### src/rtl/stride_pf_pkg.sv
package stride_pf_pkg;

    localparam int DEF_PC_W   = 32;
    localparam int DEF_ADDR_W = 32;
    localparam int DEF_IDX_W  = 4;

    typedef enum logic [1:0] {
        LK_ALLOC = 2'd0,
        LK_TRAIN = 2'd1,
        LK_FIRE  = 2'd2
    } lookup_kind_t;

    function automatic logic kind_fires(input lookup_kind_t k);
        return k == LK_FIRE;
    endfunction

endpackage

### src/rtl/spt_entry_store.sv
module spt_entry_store #(
    parameter int IDX_W  = 4,
    parameter int TAG_W  = 26,
    parameter int ADDR_W = 32,
    localparam int DEPTH = 1 << IDX_W
) (
    input  logic              clk,
    input  logic              rst,
    input  logic [IDX_W-1:0]  rd_idx,
    output logic              rd_valid,
    output logic [TAG_W-1:0]  rd_tag,
    output logic [ADDR_W-1:0] rd_last,
    output logic [ADDR_W-1:0] rd_step,
    input  logic              wr_en,
    input  logic [IDX_W-1:0]  wr_idx,
    input  logic [TAG_W-1:0]  wr_tag,
    input  logic [ADDR_W-1:0] wr_last,
    input  logic [ADDR_W-1:0] wr_step
);

    typedef struct packed {
        logic              valid;
        logic [TAG_W-1:0]  tag;
        logic [ADDR_W-1:0] last;
        logic [ADDR_W-1:0] step;
    } slot_t;

    slot_t slots [DEPTH];

    for (genvar g = 0; g < DEPTH; g++) begin : g_slot
        always_ff @(posedge clk) begin
            if (rst) begin
                slots[g] <= '0;
            end else if (wr_en && (wr_idx == IDX_W'(g))) begin
                slots[g].valid <= 1'b1;
                slots[g].tag   <= wr_tag;
                slots[g].last  <= wr_last;
                slots[g].step  <= wr_step;
            end
        end
    end

    slot_t rd_slot;
    always_comb begin
        rd_slot  = slots[rd_idx];
        rd_valid = rd_slot.valid;
        rd_tag   = rd_slot.tag;
        rd_last  = rd_slot.last;
        rd_step  = rd_slot.step;
    end


    slot_marked_chk: assert property (@(posedge clk) disable iff (rst)
        wr_en |=> slots[$past(wr_idx)].valid && slots[$past(wr_idx)].last == $past(wr_last));

endmodule

### src/rtl/spt_lookup_eval.sv
module spt_lookup_eval
    import stride_pf_pkg::*;
#(
    parameter int PC_W   = 32,
    parameter int ADDR_W = 32,
    parameter int IDX_W  = 4,
    localparam int TAG_W = PC_W - IDX_W - 2
) (
    input  logic [PC_W-1:0]   pc,
    input  logic [ADDR_W-1:0] addr,
    input  logic              ent_valid,
    input  logic [TAG_W-1:0]  ent_tag,
    input  logic [ADDR_W-1:0] ent_last,
    input  logic [ADDR_W-1:0] ent_step,
    output logic [IDX_W-1:0]  idx,
    output logic [TAG_W-1:0]  tag,
    output lookup_kind_t      kind,
    output logic [ADDR_W-1:0] next_step,
    output logic [ADDR_W-1:0] target
);

    logic              hit;
    logic [ADDR_W-1:0] delta;

    always_comb begin
        idx   = pc[IDX_W+1:2];
        tag   = pc[PC_W-1:IDX_W+2];
        hit   = ent_valid && (ent_tag == tag);
        delta = addr - ent_last;
        if (!hit) begin
            kind      = LK_ALLOC;
            next_step = '0;
        end else begin
            kind      = ((delta == ent_step) && (delta != '0)) ? LK_FIRE : LK_TRAIN;
            next_step = delta;
        end
        target = addr + ent_step;
    end

endmodule

### src/rtl/stride_prefetch_table.sv
module stride_prefetch_table
    import stride_pf_pkg::*;
#(
    parameter int PC_W   = DEF_PC_W,
    parameter int ADDR_W = DEF_ADDR_W,
    parameter int IDX_W  = DEF_IDX_W
) (
    input  logic              clk,
    input  logic              rst,
    input  logic              ld_valid,
    input  logic [PC_W-1:0]   ld_pc,
    input  logic [ADDR_W-1:0] ld_addr,
    output logic              pf_valid,
    output logic [ADDR_W-1:0] pf_addr
);

    localparam int TAG_W = PC_W - IDX_W - 2;

    logic [IDX_W-1:0]  lk_idx;
    logic [TAG_W-1:0]  lk_tag;
    logic              ent_valid;
    logic [TAG_W-1:0]  ent_tag;
    logic [ADDR_W-1:0] ent_last;
    logic [ADDR_W-1:0] ent_step;
    lookup_kind_t      lk_kind;
    logic [ADDR_W-1:0] lk_next_step;
    logic [ADDR_W-1:0] lk_target;

    spt_entry_store #(
        .IDX_W (IDX_W),
        .TAG_W (TAG_W),
        .ADDR_W(ADDR_W)
    ) u_store (
        .clk     (clk),
        .rst     (rst),
        .rd_idx  (lk_idx),
        .rd_valid(ent_valid),
        .rd_tag  (ent_tag),
        .rd_last (ent_last),
        .rd_step (ent_step),
        .wr_en   (ld_valid),
        .wr_idx  (lk_idx),
        .wr_tag  (lk_tag),
        .wr_last (ld_addr),
        .wr_step (lk_next_step)
    );

    spt_lookup_eval #(
        .PC_W  (PC_W),
        .ADDR_W(ADDR_W),
        .IDX_W (IDX_W)
    ) u_eval (
        .pc       (ld_pc),
        .addr     (ld_addr),
        .ent_valid(ent_valid),
        .ent_tag  (ent_tag),
        .ent_last (ent_last),
        .ent_step (ent_step),
        .idx      (lk_idx),
        .tag      (lk_tag),
        .kind     (lk_kind),
        .next_step(lk_next_step),
        .target   (lk_target)
    );

    always_ff @(posedge clk) begin
        if (rst) begin
            pf_valid <= 1'b0;
            pf_addr  <= '0;
        end else begin
            pf_valid <= ld_valid && kind_fires(lk_kind);
            if (ld_valid && kind_fires(lk_kind)) begin
                pf_addr <= lk_target;
            end
        end
    end


    pf_after_load_chk: assert property (@(posedge clk) disable iff (rst)
        pf_valid |-> $past(ld_valid));


    pf_nonzero_step_chk: assert property (@(posedge clk) disable iff (rst)
        pf_valid |-> pf_addr != $past(ld_addr));


    pf_needs_hit_chk: assert property (@(posedge clk) disable iff (rst)
        pf_valid |-> $past(ent_valid) && $past(ent_tag) == $past(lk_tag));


    pf_step_repeat_chk: assert property (@(posedge clk) disable iff (rst)
        pf_valid |-> $past(ld_addr) - $past(ent_last) == $past(ent_step));

endmodule

### config.mk
export PLATFORM = sky130hd
export DESIGN_NAME = stride_prefetch_table
export DESIGN_NICKNAME = d
export VERILOG_FILES = /design/src/rtl/stride_pf_pkg.sv /design/src/rtl/spt_entry_store.sv /design/src/rtl/spt_lookup_eval.sv /design/src/rtl/stride_prefetch_table.sv
export SDC_FILE = /design/constraint.sdc
export NUM_CORES = 2
export LEC_CHECK = 0
export ABC_AREA = 1
export BUFFER_PORTS_ARGS = -buffer_cell sky130_fd_sc_hd__buf_4
export CAP_MARGIN = 20
export CORE_UTILIZATION = 55
export CTS_BUF_LIST = sky130_fd_sc_hd__clkbuf_8 sky130_fd_sc_hd__clkbuf_16
export CTS_CLUSTER_SIZE = 28
export DETAILED_ROUTE_END_ITERATION = 8
export PLACE_DENSITY = 0.78
export SYNTH_ARGS = -nofsm -noshare
export SYNTH_HDL_FRONTEND = slang
export SYNTH_SLANG_ARGS = --single-unit
### constraint.sdc
create_clock -name clk -period 13.1 [get_ports clk]
set_input_delay 2.62 -clock clk [delete_from_list [all_inputs] [get_ports clk]]
set_output_delay 2.62 -clock clk [all_outputs]
set_load 0.1 [all_outputs]
==> metrics.txt <==
post-DP HPWL=116.6 mm; initial antenna violation count=4; Synth Register Bits=1,489; Hold-fix buffers, CTS=0; CTS Sinks=1,489; drt drc=0; VDD IR-drop max=0.1295 mV; final WL=215.5 mm; Initial Util=55.69%; Final Cycle Share=66.33%; H-tree lvl count=4; combinational power share=10.7%; routing usage on met1=43.18%; CTS max path bufs=3; Fin. Hold Viols=0; worst-path maximum fanout=105; hold endpoint=pf_addr[17]$_SDFFE_PP0P_; post-cts resize count=0; Synth Net Count=6,953; leakage power=29.02 nW; wire length per cell=25.57 µm; Die Wd=353.7 µm; Final setup viols=0; CP most frequent cell=nand2_1; Startpoint Class=input pin; area delta synth->final=10.19%; antenna viol nets, final=0; mux contribution to synthesized area=0%; Worst path slowest cell=nor4_1; Synth Area in XOR/XNOR=0.5277%; gp weighted congestion=0.9908; crit path kind=input pin to flip-flop; Die Area=125,100 µm²; Design Area, Final=74,980 µm²; GRT Overall Usage=33.79%; gr busiest metal=met2; routed vias=52.89k; Slew headroom=15.78%; max-cap violations=0; first-pass GRT wire length=314.0 mm; synthesized area=68,050 µm²; area post-placement=69,980 µm²; clock buffer count from CTS=147; compound-gate portion of the synthesized area=7.759%; skew final=0.03082 ns; sw power=2.801 mW; Worst EP required=13.75 ns; Iter 0 DRT Violations=8,429; Rows=128; setup slack, reg-to-reg=7.70 ns; Synth Warn #=0; min-delay src=pf_addr[17]$_SDFFE_PP0P_; met2 Usage GRT=54.41%; Adder-Cell Fraction of Synth Area=1.272%; vias per cell=6.276; Pint=8.262 mW; Worst Hold Path Cells=2; synth unique cells=42; Tot Pwr=11.06 mW; Reg power frac=49.9%; die height=353.7 µm; core footprint=122,200 µm²; reg-to-reg endpoint=pf_addr[29]$_SDFFE_PP0P_; post-CTS setup buffers=0; CTS root buffer=clkbuf_16; post-route minimum period=8.689 ns; switching fraction of total power=25.32%; fill cell count=9,410; fin cells=8,426; Power Density=147.5 nW/µm²; RSZ-0062 raised after global routing=no; Nets=6,809; vias in the first global route=50.87k; CP max stage delay=0.85 ns; Slew Viols, Final=0; met3 Resource Use GR=6.557%; pin count of the biggest net entering global routing=146; Post-Syn Instances=6,818; 1st-pass router iterations=7; average cell area after synthesis=9.981 µm²; Seq/Total Area, Yosys=65.21%; tightest hold margin=0.4855 ns; Max Fclk=115.1 MHz; clock latency at the later pin of the worst-skew pair=0.78 ns; R2R depth=23; CP arrival=9.34 ns; dpl cells=8,149; Port-buffer cells=97; simple-gate share of the synthesized area=21.28%; Final TNS setup=0 ns; Hold WC Path Type=flip-flop to flip-flop; TritonCTS clock tree=yes; Clock power frac=39.4%; largest family of logic cells by synthesized area=simple AND/OR/NAND/NOR gates; I/O pins=100; layout cells sized above 1=6.678%; grt total ovfl=0; Worst-path clk slew=0.06 ns; Worst setup EP type=flip-flop; outcome=completed; measured slew at the worst slew-check pin=1.263 ns; reg2reg start=u_store.slots[15][43]$_SDFFCE_PN0P_
[sequential cells by signal, indices dropped and copies added, names as in the netlist]
name and cells:
pf_valid 1, u_store.slots 1456, pf_addr 32
[critical path: cells and delay by family]
family / cells / cell delay, ns
AO/OA/AOI/OAI: 4 / 0.84
buffers and inverters: 6 / 2.04
adder cells (fa/ha/maj): 1 / 0.46
AND/OR/NAND/NOR: 16 / 3.17
[synth_stat cells]
| cell | n | area (µm²) |
|---|---|---|
| nor3_1 | 38 | 190.2 |
| ha_1 | 66 | 825.8 |
| o211ai_1 | 3 | 22.52 |
| o21ai_0 | 95 | 475.5 |
| a31oi_1 | 3 | 18.77 |
| xor2_1 | 28 | 245.2 |
| o31ai_1 | 1 | 7.510 |
| nor2_1 | 1664 | 6246 |
| a21o_1 | 3 | 22.52 |
| o2111ai_1 | 1 | 8.760 |
| a21boi_0 | 3 | 22.52 |
| nor3b_2 | 1 | 12.51 |
| o21ai_1 | 9 | 45.04 |
| o21a_1 | 1 | 7.510 |
| or2_2 | 4 | 25.02 |
| a22oi_1 | 440 | 3303 |
| nor3b_1 | 2 | 15.01 |
| nand2_2 | 1 | 6.260 |
| o21bai_1 | 5 | 37.54 |
| or4_1 | 1 | 7.510 |
| inv_1 | 174 | 653.1 |
| buf_2 | 66 | 330.3 |
| edfxtp_1 | 1455 | 43690 |
| nor4b_1 | 1 | 8.760 |
| dfxtp_1 | 34 | 680.7 |
| clkinv_1 | 27 | 101.4 |
| fa_1 | 2 | 40.04 |
| a21oi_1 | 259 | 1296 |
| nand3_1 | 143 | 715.7 |
| nor2_4 | 1 | 11.26 |
| xnor2_1 | 13 | 113.9 |
| and2_1 | 2 | 12.51 |
| nor4_1 | 34 | 212.7 |
| nor2_2 | 3 | 18.77 |
| nand2_1 | 1729 | 6490 |
| buf_1 | 36 | 135.1 |
| nand3b_1 | 15 | 112.6 |
| inv_2 | 18 | 67.56 |
| clkbuf_1 | 370 | 1389 |
| o22ai_1 | 2 | 12.51 |
| nand4_1 | 63 | 394.1 |
| buf_4 | 2 | 15.01 |
[cell families (layout without fill, tap and decap cells)]
logic type / after synthesis / after routing
AO/OA/AOI/OAI: 825 / 825
XOR/XNOR: 41 / 41
adder cells (fa/ha/maj): 68 / 68
buffers and inverters: 693 / 673
flip-flops: 1489 / 1489
other: 0 / 3
AND/OR/NAND/NOR: 3702 / 3702
[power groups by stage]
stage | sequential (mW) | combinational, mW | clock [mW]
final | 5.52 | 1.18 | 4.36
after global routing | 5.53 | 1.26 | 4.54
after CTS | 5.51 | 1.14 | 4.36
after detailed placement | 5.61 | 1.14 | 0
after global placement | 5.60 | 1.12 | 0
after floorplan | 5.64 | 0.711 | 0
[metrics by stage]
stage,worst slack [ns],util [%]
floorplan,2.267,-
global placement,3.939,57.22
detailed placement,3.941,57.27
CTS,4.735,61.33
global route,4.185,61.36
finish,4.411,61.36
[layout by cell type (no fill, tap or decap), drive strengths merged, types with 4 or more instances in the layout]
master       n
nand3b      15
buf        181
xnor2       13
nand4       63
clkinv      81
nand2     1730
a22oi      440
or2          4
o21ai      104
clkbuf     157
nor2      1668
bufinv      19
clkinvlp     6
nand3      143
o21bai       5
ha          66
dfxtp       34
nor4        34
xor2        28
nor3        38
inv        229
a21oi      259
edfxtp    1455
[worst max path at each step]
stage             start                             to  cells after the start
2_1_floorplan  ld_pc[2]  u_store.slots[8][0]$_DFFE_PP_                      7
3_3_place_gp   ld_pc[3]       pf_addr[31]$_SDFFE_PP0P_                     27
3_5_place_dp   ld_pc[3]       pf_addr[29]$_SDFFE_PP0P_                     27
4_1_cts        ld_pc[3]       pf_addr[29]$_SDFFE_PP0P_                     27
5_1_grt        ld_pc[2]       pf_addr[29]$_SDFFE_PP0P_                     27
6_report       ld_pc[3]       pf_addr[29]$_SDFFE_PP0P_                     27
[final cells by class]
cell class,count,area [µm²],area share (%)
antenna,3,7.507,0.01001
inverter,219,883.3,1.178
multi-input combinational,4636,21210,28.28
clock buffer,157,3872,5.164
sequential,1489,44370,59.18
clock inverter,116,1099,1.465
timing repair buffer,181,1510,2.014
tap,1625,2033,2.711
[layer usage]
metal  part of all wire (%)  routed length, µm  up-vias
met5                 0.0056                 12        -
met4                    5.8              12470        2
met3                     13              28640      809
met2                     47             100400     4193
met1                     34              73950    24967
li1                       -                  -    22914
No activity file was read; power rests on OpenSTA's default activity.
